$ cat config.mk
export PLATFORM = sky130hd
export DESIGN_NAME = fxp_mac_acc
export DESIGN_NICKNAME = d
export VERILOG_FILES = /design/src/rtl/fxp_mac_pkg.sv /design/src/rtl/fxp_mac_mul.sv /design/src/rtl/fxp_mac_cond.sv /design/src/rtl/fxp_mac_port.sv /design/src/rtl/fxp_mac_acc.sv
export SDC_FILE = /design/constraint.sdc
export NUM_CORES = 2
export LEC_CHECK = 0
export ABC_AREA = 1
export BUFFER_PORTS_ARGS = -buffer_cell sky130_fd_sc_hd__buf_2
export CORE_MARGIN = 1.5
export CORE_UTILIZATION = 60
export DETAILED_ROUTE_END_ITERATION = 10
export GPL_ROUTABILITY_DRIVEN = 0
export PLACE_DENSITY = 0.77
export RECOVER_POWER = 100
export REMOVE_ABC_BUFFERS = 1
export SLEW_MARGIN = 20
export SYNTH_ARGS = -nofsm -noshare
export SYNTH_HDL_FRONTEND = slang
export SYNTH_SLANG_ARGS = --single-unit
$ cat constraint.sdc
create_clock -name clk -period 5.1 [get_ports clk]
set_clock_uncertainty 0.15 [all_clocks]
set_input_delay 0.51 -clock clk [delete_from_list [all_inputs] [get_ports clk]]
set_output_delay 0.51 -clock clk [all_outputs]
set_load 0.005 [all_outputs]
$ cat src/rtl/fxp_mac_pkg.sv
package fxp_mac_pkg;

  typedef enum logic [2:0] {
    MOP_NOP = 3'd0,
    MOP_MUL = 3'd1,
    MOP_MAC = 3'd2,
    MOP_MSB = 3'd3,
    MOP_CLR = 3'd4,
    MOP_RND = 3'd5,
    MOP_SAT = 3'd6
  } mac_op_e;

  typedef enum logic [1:0] {
    SUB_LO  = 2'd0,
    SUB_MID = 2'd1,
    SUB_TOP = 2'd2
  } sub_sel_e;

  localparam int FLG_W   = 9;
  localparam int FLG_NEG = 6;
  localparam int FLG_OVF = 7;
  localparam int FLG_UNF = 8;
  localparam int STK_OVF = 6;

endpackage

$ cat src/rtl/fxp_mac_mul.sv
module fxp_mac_mul #(
  parameter int DATA_W = 32,
  parameter int ACC_W  = 80
) (
  input  logic [DATA_W-1:0] x_i,
  input  logic [DATA_W-1:0] y_i,
  input  logic              x_sgn_i,
  input  logic              y_sgn_i,
  input  logic              frac_i,
  output logic [ACC_W-1:0]  prod_o
);
  localparam int PW = 2*DATA_W + 2;

  logic signed [DATA_W:0] xe, ye;
  logic signed [PW-1:0]   xw, yw, p;
  logic [ACC_W-1:0]       pext;

  always_comb begin
    xe   = {x_sgn_i & x_i[DATA_W-1], x_i};
    ye   = {y_sgn_i & y_i[DATA_W-1], y_i};
    xw   = PW'(xe);
    yw   = PW'(ye);
    p    = xw * yw;
    pext = {{(ACC_W-PW){p[PW-1]}}, p};
    // signed fractional operands carry a redundant sign bit
    prod_o = (frac_i & x_sgn_i & y_sgn_i) ? (pext << 1) : pext;
  end
endmodule

$ cat src/rtl/fxp_mac_cond.sv
module fxp_mac_cond #(
  parameter int DATA_W = 32,
  parameter int ACC_W  = 80
) (
  input  logic [ACC_W-1:0]  val_i,
  input  logic              rnd_i,
  input  logic              sat_i,
  input  logic              frac_i,
  input  logic              sgn_i,
  output logic [ACC_W-1:0]  res_o,
  output logic [DATA_W-1:0] word_o,
  output logic              ovf_o,
  output logic              neg_o,
  output logic              unf_o
);
  localparam int HI_W = ACC_W - DATA_W;

  logic [DATA_W-1:0] lo;
  logic              up;
  logic [ACC_W-1:0]  rv, pos_lim, hi_mask, hi_bits;
  int                lim_bits;

  always_comb begin
    lo = val_i[DATA_W-1:0];
    up = lo[DATA_W-1] & ((|lo[DATA_W-2:0]) | val_i[DATA_W]);
    rv = (rnd_i & frac_i) ? {val_i[ACC_W-1:DATA_W] + HI_W'(up), {DATA_W{1'b0}}}
                          : val_i;

    lim_bits = (frac_i ? 2*DATA_W : DATA_W) - (sgn_i ? 1 : 0);
    pos_lim  = {ACC_W{1'b1}} >> (ACC_W - lim_bits);
    hi_mask  = ~pos_lim;
    hi_bits  = rv & hi_mask;
    ovf_o    = sgn_i ? !((hi_bits == '0) || (hi_bits == hi_mask))
                     : (hi_bits != '0);

    if (sat_i && ovf_o)
      res_o = (sgn_i && rv[ACC_W-1]) ? ~pos_lim : pos_lim;
    else
      res_o = rv;

    word_o = frac_i ? res_o[2*DATA_W-1:DATA_W] : res_o[DATA_W-1:0];
    neg_o  = res_o[ACC_W-1];
    unf_o  = frac_i && (word_o == '0) && (lo != '0);
  end
endmodule

$ cat src/rtl/fxp_mac_port.sv
module fxp_mac_port
  import fxp_mac_pkg::*;
#(
  parameter int DATA_W = 32,
  parameter int TOP_W  = 16,
  parameter int ACC_W  = TOP_W + 2*DATA_W
) (
  input  logic [ACC_W-1:0]  acc_i,
  input  logic              wr_en_i,
  input  logic [1:0]        wr_sel_i,
  input  logic [DATA_W-1:0] wr_data_i,
  input  logic [1:0]        rd_sel_i,
  output logic [ACC_W-1:0]  acc_o,
  output logic [DATA_W-1:0] rd_o
);
  logic [TOP_W-1:0]  top;
  logic [DATA_W-1:0] top_rd;

  assign top = acc_i[ACC_W-1:2*DATA_W];

  generate
    if (TOP_W < DATA_W) begin : g_ext
      assign top_rd = {{(DATA_W-TOP_W){top[TOP_W-1]}}, top};
    end else begin : g_trunc
      assign top_rd = top[DATA_W-1:0];
    end
  endgenerate

  always_comb begin
    acc_o = acc_i;
    if (wr_en_i) begin
      case (wr_sel_i)
        SUB_LO:  acc_o[DATA_W-1:0] = wr_data_i;
        SUB_MID: begin
          acc_o[2*DATA_W-1:DATA_W]    = wr_data_i;
          acc_o[ACC_W-1:2*DATA_W]     = {TOP_W{wr_data_i[DATA_W-1]}};
        end
        SUB_TOP: acc_o[ACC_W-1:2*DATA_W] = TOP_W'(wr_data_i);
        default: ;
      endcase
    end
    case (rd_sel_i)
      SUB_LO:  rd_o = acc_i[DATA_W-1:0];
      SUB_MID: rd_o = acc_i[2*DATA_W-1:DATA_W];
      SUB_TOP: rd_o = top_rd;
      default: rd_o = '0;
    endcase
  end
endmodule

$ cat src/rtl/fxp_mac_acc.sv
module fxp_mac_acc
  import fxp_mac_pkg::*;
#(
  parameter int DATA_W = 32,
  parameter int TOP_W  = 16
) (
  input  logic              clk,
  input  logic              rst_n,
  input  logic              op_valid,
  input  logic [2:0]        op_code,
  input  logic              to_reg,
  input  logic              x_signed,
  input  logic              y_signed,
  input  logic              frac,
  input  logic              rnd_req,
  input  logic [DATA_W-1:0] x_in,
  input  logic [DATA_W-1:0] y_in,
  input  logic              wr_en,
  input  logic [1:0]        wr_sel,
  input  logic [DATA_W-1:0] wr_data,
  input  logic [1:0]        rd_sel,
  output logic [DATA_W-1:0] rd_data,
  input  logic              stat_wr_en,
  input  logic [FLG_W-1:0]  stat_wr_data,
  input  logic              stky_wr_en,
  input  logic [FLG_W-1:0]  stky_wr_data,
  output logic [FLG_W-1:0]  flags_out,
  output logic [FLG_W-1:0]  sticky_out,
  output logic [DATA_W-1:0] res_out,
  output logic              res_vld
);
  localparam int ACC_W = TOP_W + 2*DATA_W;

  // reset: asserted asynchronously, released on the clock
  logic [1:0] rst_pipe;
  logic       rst_sync_n;

  always_ff @(posedge clk or negedge rst_n) begin
    if (!rst_n) rst_pipe <= 2'b00;
    else        rst_pipe <= {rst_pipe[0], 1'b1};
  end
  assign rst_sync_n = rst_pipe[1];

  mac_op_e op;
  logic    arith, clr, mul_like, do_rnd, do_sat;
  assign op       = mac_op_e'(op_code);
  assign mul_like = (op == MOP_MUL) || (op == MOP_MAC) || (op == MOP_MSB);
  assign arith    = op_valid && (mul_like || (op == MOP_RND) || (op == MOP_SAT));
  assign clr      = op_valid && (op == MOP_CLR);
  assign do_rnd   = (op == MOP_RND) || (rnd_req && mul_like);
  assign do_sat   = (op == MOP_SAT);

  logic [ACC_W-1:0]  acc_q, acc_d, prod, base, cond_res, port_acc;
  logic [DATA_W-1:0] cond_word;
  logic              c_ovf, c_neg, c_unf;
  logic [2:0]        flg_q, flg_d;
  logic              stk_q, stk_d;
  logic [DATA_W-1:0] res_q, res_d;
  logic              vld_q, vld_d;
  logic              acc_en, flg_en, stk_en, res_en;

  fxp_mac_mul #(.DATA_W(DATA_W), .ACC_W(ACC_W)) u_mul (
    .x_i(x_in), .y_i(y_in), .x_sgn_i(x_signed), .y_sgn_i(y_signed),
    .frac_i(frac), .prod_o(prod)
  );

  always_comb begin
    case (op)
      MOP_MUL: base = prod;
      MOP_MAC: base = acc_q + prod;
      MOP_MSB: base = acc_q - prod;
      default: base = acc_q;
    endcase
  end

  fxp_mac_cond #(.DATA_W(DATA_W), .ACC_W(ACC_W)) u_cond (
    .val_i(base), .rnd_i(do_rnd), .sat_i(do_sat), .frac_i(frac),
    .sgn_i(x_signed), .res_o(cond_res), .word_o(cond_word),
    .ovf_o(c_ovf), .neg_o(c_neg), .unf_o(c_unf)
  );

  fxp_mac_port #(.DATA_W(DATA_W), .TOP_W(TOP_W), .ACC_W(ACC_W)) u_port (
    .acc_i(acc_q), .wr_en_i(wr_en && !op_valid), .wr_sel_i(wr_sel),
    .wr_data_i(wr_data), .rd_sel_i(rd_sel), .acc_o(port_acc), .rd_o(rd_data)
  );

  // next-state
  always_comb begin
    acc_en = clr || (arith && to_reg) || (wr_en && !op_valid);
    acc_d  = clr ? '0 : (arith ? cond_res : port_acc);

    flg_en = arith || clr || stat_wr_en;
    if (stat_wr_en)
      flg_d = {stat_wr_data[FLG_UNF], stat_wr_data[FLG_OVF], stat_wr_data[FLG_NEG]};
    else if (clr)
      flg_d = 3'b000;
    else
      flg_d = {c_unf, c_ovf, c_neg};

    stk_en = stky_wr_en || (arith && c_ovf);
    stk_d  = stky_wr_en ? stky_wr_data[STK_OVF] : 1'b1;

    res_en = arith || clr;
    res_d  = clr ? '0 : cond_word;
    vld_d  = arith || clr;
  end

  // registers
  always_ff @(posedge clk or negedge rst_sync_n) begin
    if (!rst_sync_n) begin
      acc_q <= '0;
      flg_q <= '0;
      stk_q <= 1'b0;
      res_q <= '0;
      vld_q <= 1'b0;
    end else begin
      if (acc_en) acc_q <= acc_d;
      if (flg_en) flg_q <= flg_d;
      if (stk_en) stk_q <= stk_d;
      if (res_en) res_q <= res_d;
      vld_q <= vld_d;
    end
  end

  always_comb begin
    flags_out          = '0;
    flags_out[FLG_NEG] = flg_q[0];
    flags_out[FLG_OVF] = flg_q[1];
    flags_out[FLG_UNF] = flg_q[2];
    sticky_out          = '0;
    sticky_out[STK_OVF] = stk_q;
  end
  assign res_out = res_q;
  assign res_vld = vld_q;

  logic unused_bits;
  assign unused_bits = ^{stat_wr_data, stky_wr_data};


  clr_zero_chk: assert property (@(posedge clk) disable iff (!rst_sync_n)
    (clr && !stat_wr_en) |=> (acc_q == '0 && flg_q == 3'b000 && res_q == '0));


  keep_reg_chk: assert property (@(posedge clk) disable iff (!rst_sync_n)
    (op_valid && !to_reg && op_code != 3'd4) |=> $stable(acc_q));


  mid_ext_chk: assert property (@(posedge clk) disable iff (!rst_sync_n)
    (!op_valid && wr_en && wr_sel == 2'd1) |=>
      (acc_q[ACC_W-1:2*DATA_W] == {TOP_W{$past(wr_data[DATA_W-1])}}));


  lo_noext_chk: assert property (@(posedge clk) disable iff (!rst_sync_n)
    (!op_valid && wr_en && wr_sel == 2'd0) |=>
      (acc_q[ACC_W-1:DATA_W] == $past(acc_q[ACC_W-1:DATA_W])));


  sticky_hold_chk: assert property (@(posedge clk) disable iff (!rst_sync_n)
    (stk_q && !stky_wr_en) |=> stk_q);


  rnd_low_chk: assert property (@(posedge clk) disable iff (!rst_sync_n)
    (op_valid && op_code == 3'd5 && frac && to_reg) |=> (acc_q[DATA_W-1:0] == '0));


  nop_vld_chk: assert property (@(posedge clk) disable iff (!rst_sync_n)
    (!op_valid || op_code == 3'd0 || op_code == 3'd7) |=> !res_vld);

endmodule

==> qor.txt, run 1 <==
most frequently used flop master after synthesis = dfrtp_1
sequential share of the synthesized area = 4.67%
Die W = 329 µm
maximum number of pins on one net before global-route repair = 66
post-placement cell count = 12599
cts bufs inserted = 17
#FFs+latches synth = 119
Ys Warns = 0
number of I/O pins = 215
number of rows created at floorplan = 119
number of buffers added on ports = 186
pin type at the end of the worst path = sequential cell input
Worst Endpoint after GRT Repair = flg_q[2]$_DFFE_PN0P_/D
stage reached = 5_1_grt
Clk Tree Root Cell = clkbuf_16
Remaining Overflow, GRT = 170
H-tree levels = 4
initial cell density of the core = 60.5%
Clock Sinks = 119
result of the run = aborted with a tool error
Clock Path Buffers = 2
share of cell area taken by muxes after synthesis = 0%
Async SR Flop Fraction = 100%
area of the mapped netlist = 0.0637 mm²
Synth Area per Inst = 6.61 µm²
height of the die = 329 µm
cell count after synthesis = 9646
synthesized-area fraction occupied by and/or/nand/nor cells = 29.7%
parity-gate share of the synthesized area counting xor and xnor cells = 1.46%
placement-stage worst setup slack = -9.16 ns
area fraction in compound gates after synthesis = 5.10%
GRT Util Overall = 70.9%
number of flops mapped to enable cells by yosys = 0
Detailed Place HPWL = 217 mm
post-synthesis share of cell area spent on full adders, half adders and majority gates = 41.9%
number of distinct standard cells referenced by the synthesized netlist = 62
main combinational cell family by area after synthesis = adder cells
stop err = [ERROR GRT-0232] Routing congestion too high. Check the congestion heatmap in the GUI.
-- cell usage after synthesis, drive strengths merged (2+ instances only) --
library cell | count | area, µm²
a21o | 4 | 30.0
o31ai | 16 | 120
fa | 1147 | 23000
a21boi | 3 | 22.5
a221o | 2 | 20.0
nor3 | 52 | 333
clkinv | 9 | 33.8
clkbuf | 281 | 1050
nor2 | 647 | 2680
o21bai | 17 | 128
or2 | 44 | 275
dfrtp | 119 | 2980
o211ai | 4 | 30.0
nor4 | 9 | 68.8
nand3b | 18 | 135
a22o | 20 | 175
o32ai | 3 | 26.3
a21oi | 220 | 1130
and2 | 10 | 62.6
nand2 | 3084 | 11700
nand3 | 553 | 2870
ha | 300 | 3750
a31oi | 13 | 81.3
o2111ai | 2 | 17.5
nand4 | 118 | 766
nor3b | 2 | 15.0
conb | 2 | 7.51
o311ai | 3 | 26.3
buf | 91 | 510
and3 | 4 | 25.0
o21ai | 184 | 928
o22ai | 23 | 144
xnor2 | 21 | 184
inv | 2491 | 9350
o21a | 8 | 60.1
o221ai | 33 | 289
xor2 | 85 | 744
-- what timing repair did --
| item | 4_1_cts |
|---|---|
| pin swaps | 280 |
| setup endpoints to repair | 116 |
| gates cloned | 12 |
| hold buffers | 1 |
| gates resized for setup | 862 |
| buffers inserted | 213 |
| endpoints found under the hold margin | 2 |
-- logic make-up after synthesis --
logic type | after synthesis
other | 2
AND/OR/NAND/NOR | 4542
buffers and inverters | 2872
XOR/XNOR | 106
flip-flops | 119
AO/OA/AOI/OAI | 558
adder cells (fa/ha/maj) | 1447
-- stage by stage --
step	util [%]	cell area (µm²)	hold slack, ns
floorplan	-	62200	0.0644
global placement	74.6	78500	0.146
detailed placement	74.6	78500	0.147
CTS	80.0	84200	0.130
-- routing by layer --
layer / overflow / GRT usage (%)
met5: 0 / 35.0
met1: 3 / 72.5
met2: 84 / 85.7
met4: 80 / 65.8
met3: 3 / 56.8
==> inputs of run 2 (changes only) <==
Settings changed: CORE_UTILIZATION 60 to 40, PLACE_DENSITY 0.77 to default, PLACE_DENSITY_LB_ADDON from default to 0.15.
==> run 2 against run 1 <==
The flow now finishes, with violations (capacitance limit, slew limit, setup timing). Synthesized area unchanged. Synthesized cell count did not move.
==> qor.txt, run 2 <==
result of the run = finished with violations (was aborted with a tool error)
failing checks = capacitance limit, slew limit, setup timing
worst hold path class = primary input to flop
fin. max-slew vios = 98
first-pass iteration count of the detailed router = 9
max reg flops = 80
die outline area = 0.162 mm²
worst endpoint data arrival time = 13.75 ns
tightest slew margin relative to the limit = -93.5%
count of filler cells inserted in the layout = 15162
Detailed Place HPWL = 230 mm (was 217 mm)
cell occurring most often along the worst timing path = buf_4
routed wire length = 271 mm
detailed router's first-iteration violation count = 6909
Clk Tree Root Cell = clkbuf_16 (unchanged)
register with the highest flop count = acc_q
Period minus WS final = 13.51 ns
kind of start point of the critical path = primary input
Crit path largest cell delay = 0.57 ns
family of cells with the greatest summed delay on the critical path = buffers and inverters
first-pass GRT wire length = 408 mm
endpoint required time on the critical path = 5.34 ns
CP max FO = 16
number of hold violations in the final report = 0
share of Yosys cell area claimed by the top area cell type = 36.0% (unchanged)
most used standard cell by instance count after synthesis = nand2_1 (unchanged)
Achievable Freq = 0.0740 GHz
hold-critical path depth = 2
proportion of layout cells with a drive suffix above 1 = 29.3%
number of rows created at floorplan = 146 (was 119)
part of the cycle the worst path needs = 265%
Post-route DRC = 0
classification of the worst setup path = primary input to flop
number of antenna-violating nets in the routed design = 0
CP Capture Type = flop
hold_ws = 0.112 ns
cell count after synthesis = 9646 (unchanged)
top cell types by occurrence after synthesis = nand2_1 (3052), inv_1 (2439), fa_1 (1147) (unchanged)
maximum number of pins on one net before global-route repair = 73
area growth from synthesis to final layout = 38.7%
Ys Warns = 0 (unchanged)
Synth Area per Inst = 6.61 µm² (unchanged)
max-cap viol count = 2
critical register-to-register path endpoint = flg_q[2]
number of buffer and inverter instances along the worst setup path = 42
initial cell density of the core = 40.3% (was 60.5%)
Clock transition at path regs = 0.06 ns
height of the die = 402 µm (was 329 µm)
number of flops mapped to enable cells by yosys = 0 (unchanged)
Remaining Overflow, GRT = 0
worst-case setup margin in the final layout = -8.41 ns
Clock Sinks = 119 (unchanged)
number of cells on the worst reg-to-reg path = 50
register cell area after layout = 0.00298 mm²
Async SR Flop Fraction = 100% (unchanged)
sequential share of the synthesized area = 4.67% (unchanged)
TritonCTS clock tree = built
Worst R2R Setup Slack = -1.58 ns
dominant cell type by area after synthesis = fa_1 (unchanged)
Die W = 402 µm (was 329 µm)
total setup violations reported at the end of the flow = 116
leading cell types by total area after synthesis = fa_1 (36%), nand2_1 (18%), inv_1 (14%) (unchanged)
cts bufs inserted = 17 (unchanged)
commonest cells after routing, fill and taps aside = nand2_1 (2773), inv_1 (2343), buf_4 (1898), fa_1 (1115), nor2_1 (429)
measured slew at the worst slew-check pin = 2.90 ns
Multi-input gate area = 0.0543 mm²
#FFs+latches synth = 119 (unchanged)
setup repair after global routing missed its margin = yes
H-tree levels = 4 (unchanged)
Crit path depth = 82
area of the mapped netlist = 0.0637 mm² (unchanged)
number of I/O pins = 215 (unchanged)
average routed wire per standard cell = 19.8 µm
Vias per Instance = 5.11
core region area = 0.158 mm²
via count of the first global-routing pass = 69669
end of the worst hold path = stk_q
launch point of the worst hold path = stky_wr_en
number of distinct standard cells referenced by the synthesized netlist = 62 (unchanged)
Clock Path Buffers = 2 (unchanged)
leading cell type in the layout, fill and taps excluded = nand2_1
most frequently used flop master after synthesis = dfrtp_1 (unchanged)
later-pin clock latency in the skew report = 0.47 ns
worst reg2reg startpoint = acc_q[0]
slowest stage cell on the critical path = fa_1
total number of vias = 69818
GRT Util Overall = 33.0%
number of buffers added on ports = 186 (unchanged)
number of antenna violations at the first check in global routing = 12
number of nets in the layout = 13156
[run 2: cells by family (layout without fill, tap and decap cells)]
| kind of cell | after synthesis | in the layout | share of synthesized area, % |
|---|---|---|---|
| XOR/XNOR | 106 | 106 | 1.46 |
| buffers and inverters | 2872 | 4803 | 17.2 |
| AND/OR/NAND/NOR | 4542 | 4542 | 29.7 |
| AO/OA/AOI/OAI | 558 | 558 | 5.10 |
| adder cells (fa/ha/maj) | 1447 | 1447 | 41.9 |
| other | 2 | 17 | 0.0118 |
| flip-flops | 119 | 119 | 4.67 |
[run 2: routing by layer]
| metal | GRT usage (%) | vias to the layer above | share of wire [%] |
|---|---|---|---|
| li1 | - | 32043 | - |
| met1 | 45.8 | 33868 | 42 |
| met2 | 51.0 | 3275 | 43 |
| met3 | 6.70 | 612 | 10 |
| met4 | 11.2 | 20 | 4.3 |
| met5 | 0 | - | 0.041 |
[run 2: worst reg2reg max path, delay by kind of cell, from the launching register on]
| kind | cells | cell delay [ns] |
|---|---|---|
| DFF | 1 | 0.37 |
| buffers and inverters | 7 | 0.68 |
| and+or+nand+nor | 36 | 3.99 |
| adders and majority gates | 3 | 0.79 |
| AOI/OAI and AO/OA | 4 | 0.63 |
[run 2: worst max path at each step]
stage | startpoint | end | slack [ns]
6_report | y_in[5] | flg_q[2] | -8.41
3_3_place_gp | x_in[18] | flg_q[2] | -9.57
5_1_grt | x_in[25] | flg_q[2] | -8.79
3_5_place_dp | x_in[17] | flg_q[2] | -9.67
4_1_cts | y_in[4] | flg_q[2] | -8.01
2_1_floorplan | x_signed | flg_q[2] | -7.80
[run 2: area by class of cell]
cell class | count | share of cell area (%)
Multi-Input combinational cell | 6668 | 61.4
Timing Repair Buffer | 2271 | 21.0
Inverter | 2500 | 10.6
Sequential cell | 119 | 3.37
Tap cell | 2072 | 2.93
Clock buffer | 23 | 0.552
Clock inverter | 9 | 0.0849
Antenna cell | 2 | 0.00566
[run 2: per-stage QoR]
| step | utilization (%) | setup slack (ns) | cells | setup TNS, ns | cell area, µm² |
|---|---|---|---|---|---|
| 2_1_floorplan | - | -7.80 | 9287 | -878.36 | 62200 |
| 5_1_grt | 55.9 | -8.79 | 13662 | -977.81 | 88400 |
| 4_1_cts | 53.5 | -8.01 | 13567 | -893.20 | 84600 |
| 3_5_place_dp | 50.6 | -9.67 | 13350 | -1065.86 | 80000 |
| 3_3_place_gp | 50.6 | -9.57 | 13350 | -1057.25 | 80000 |
| 6_report | 55.9 | -8.41 | 13664 | -938.02 | 88400 |
[run 2: repair_timing]
action / CTS / global route
setup endpoints to repair: 116 / 116
cloned: 5 / 14
endpoints found under the hold margin: 2 / 0
pin swaps: 237 / 279
setup buffers: 182 / 90
hold buffers: 1 / 0
resized for setup: 644 / 811
Power of run 2 is left out: the tool's default activity adds up to more than one toggle a clock period on the data nets, which glitch-free logic cannot reach.
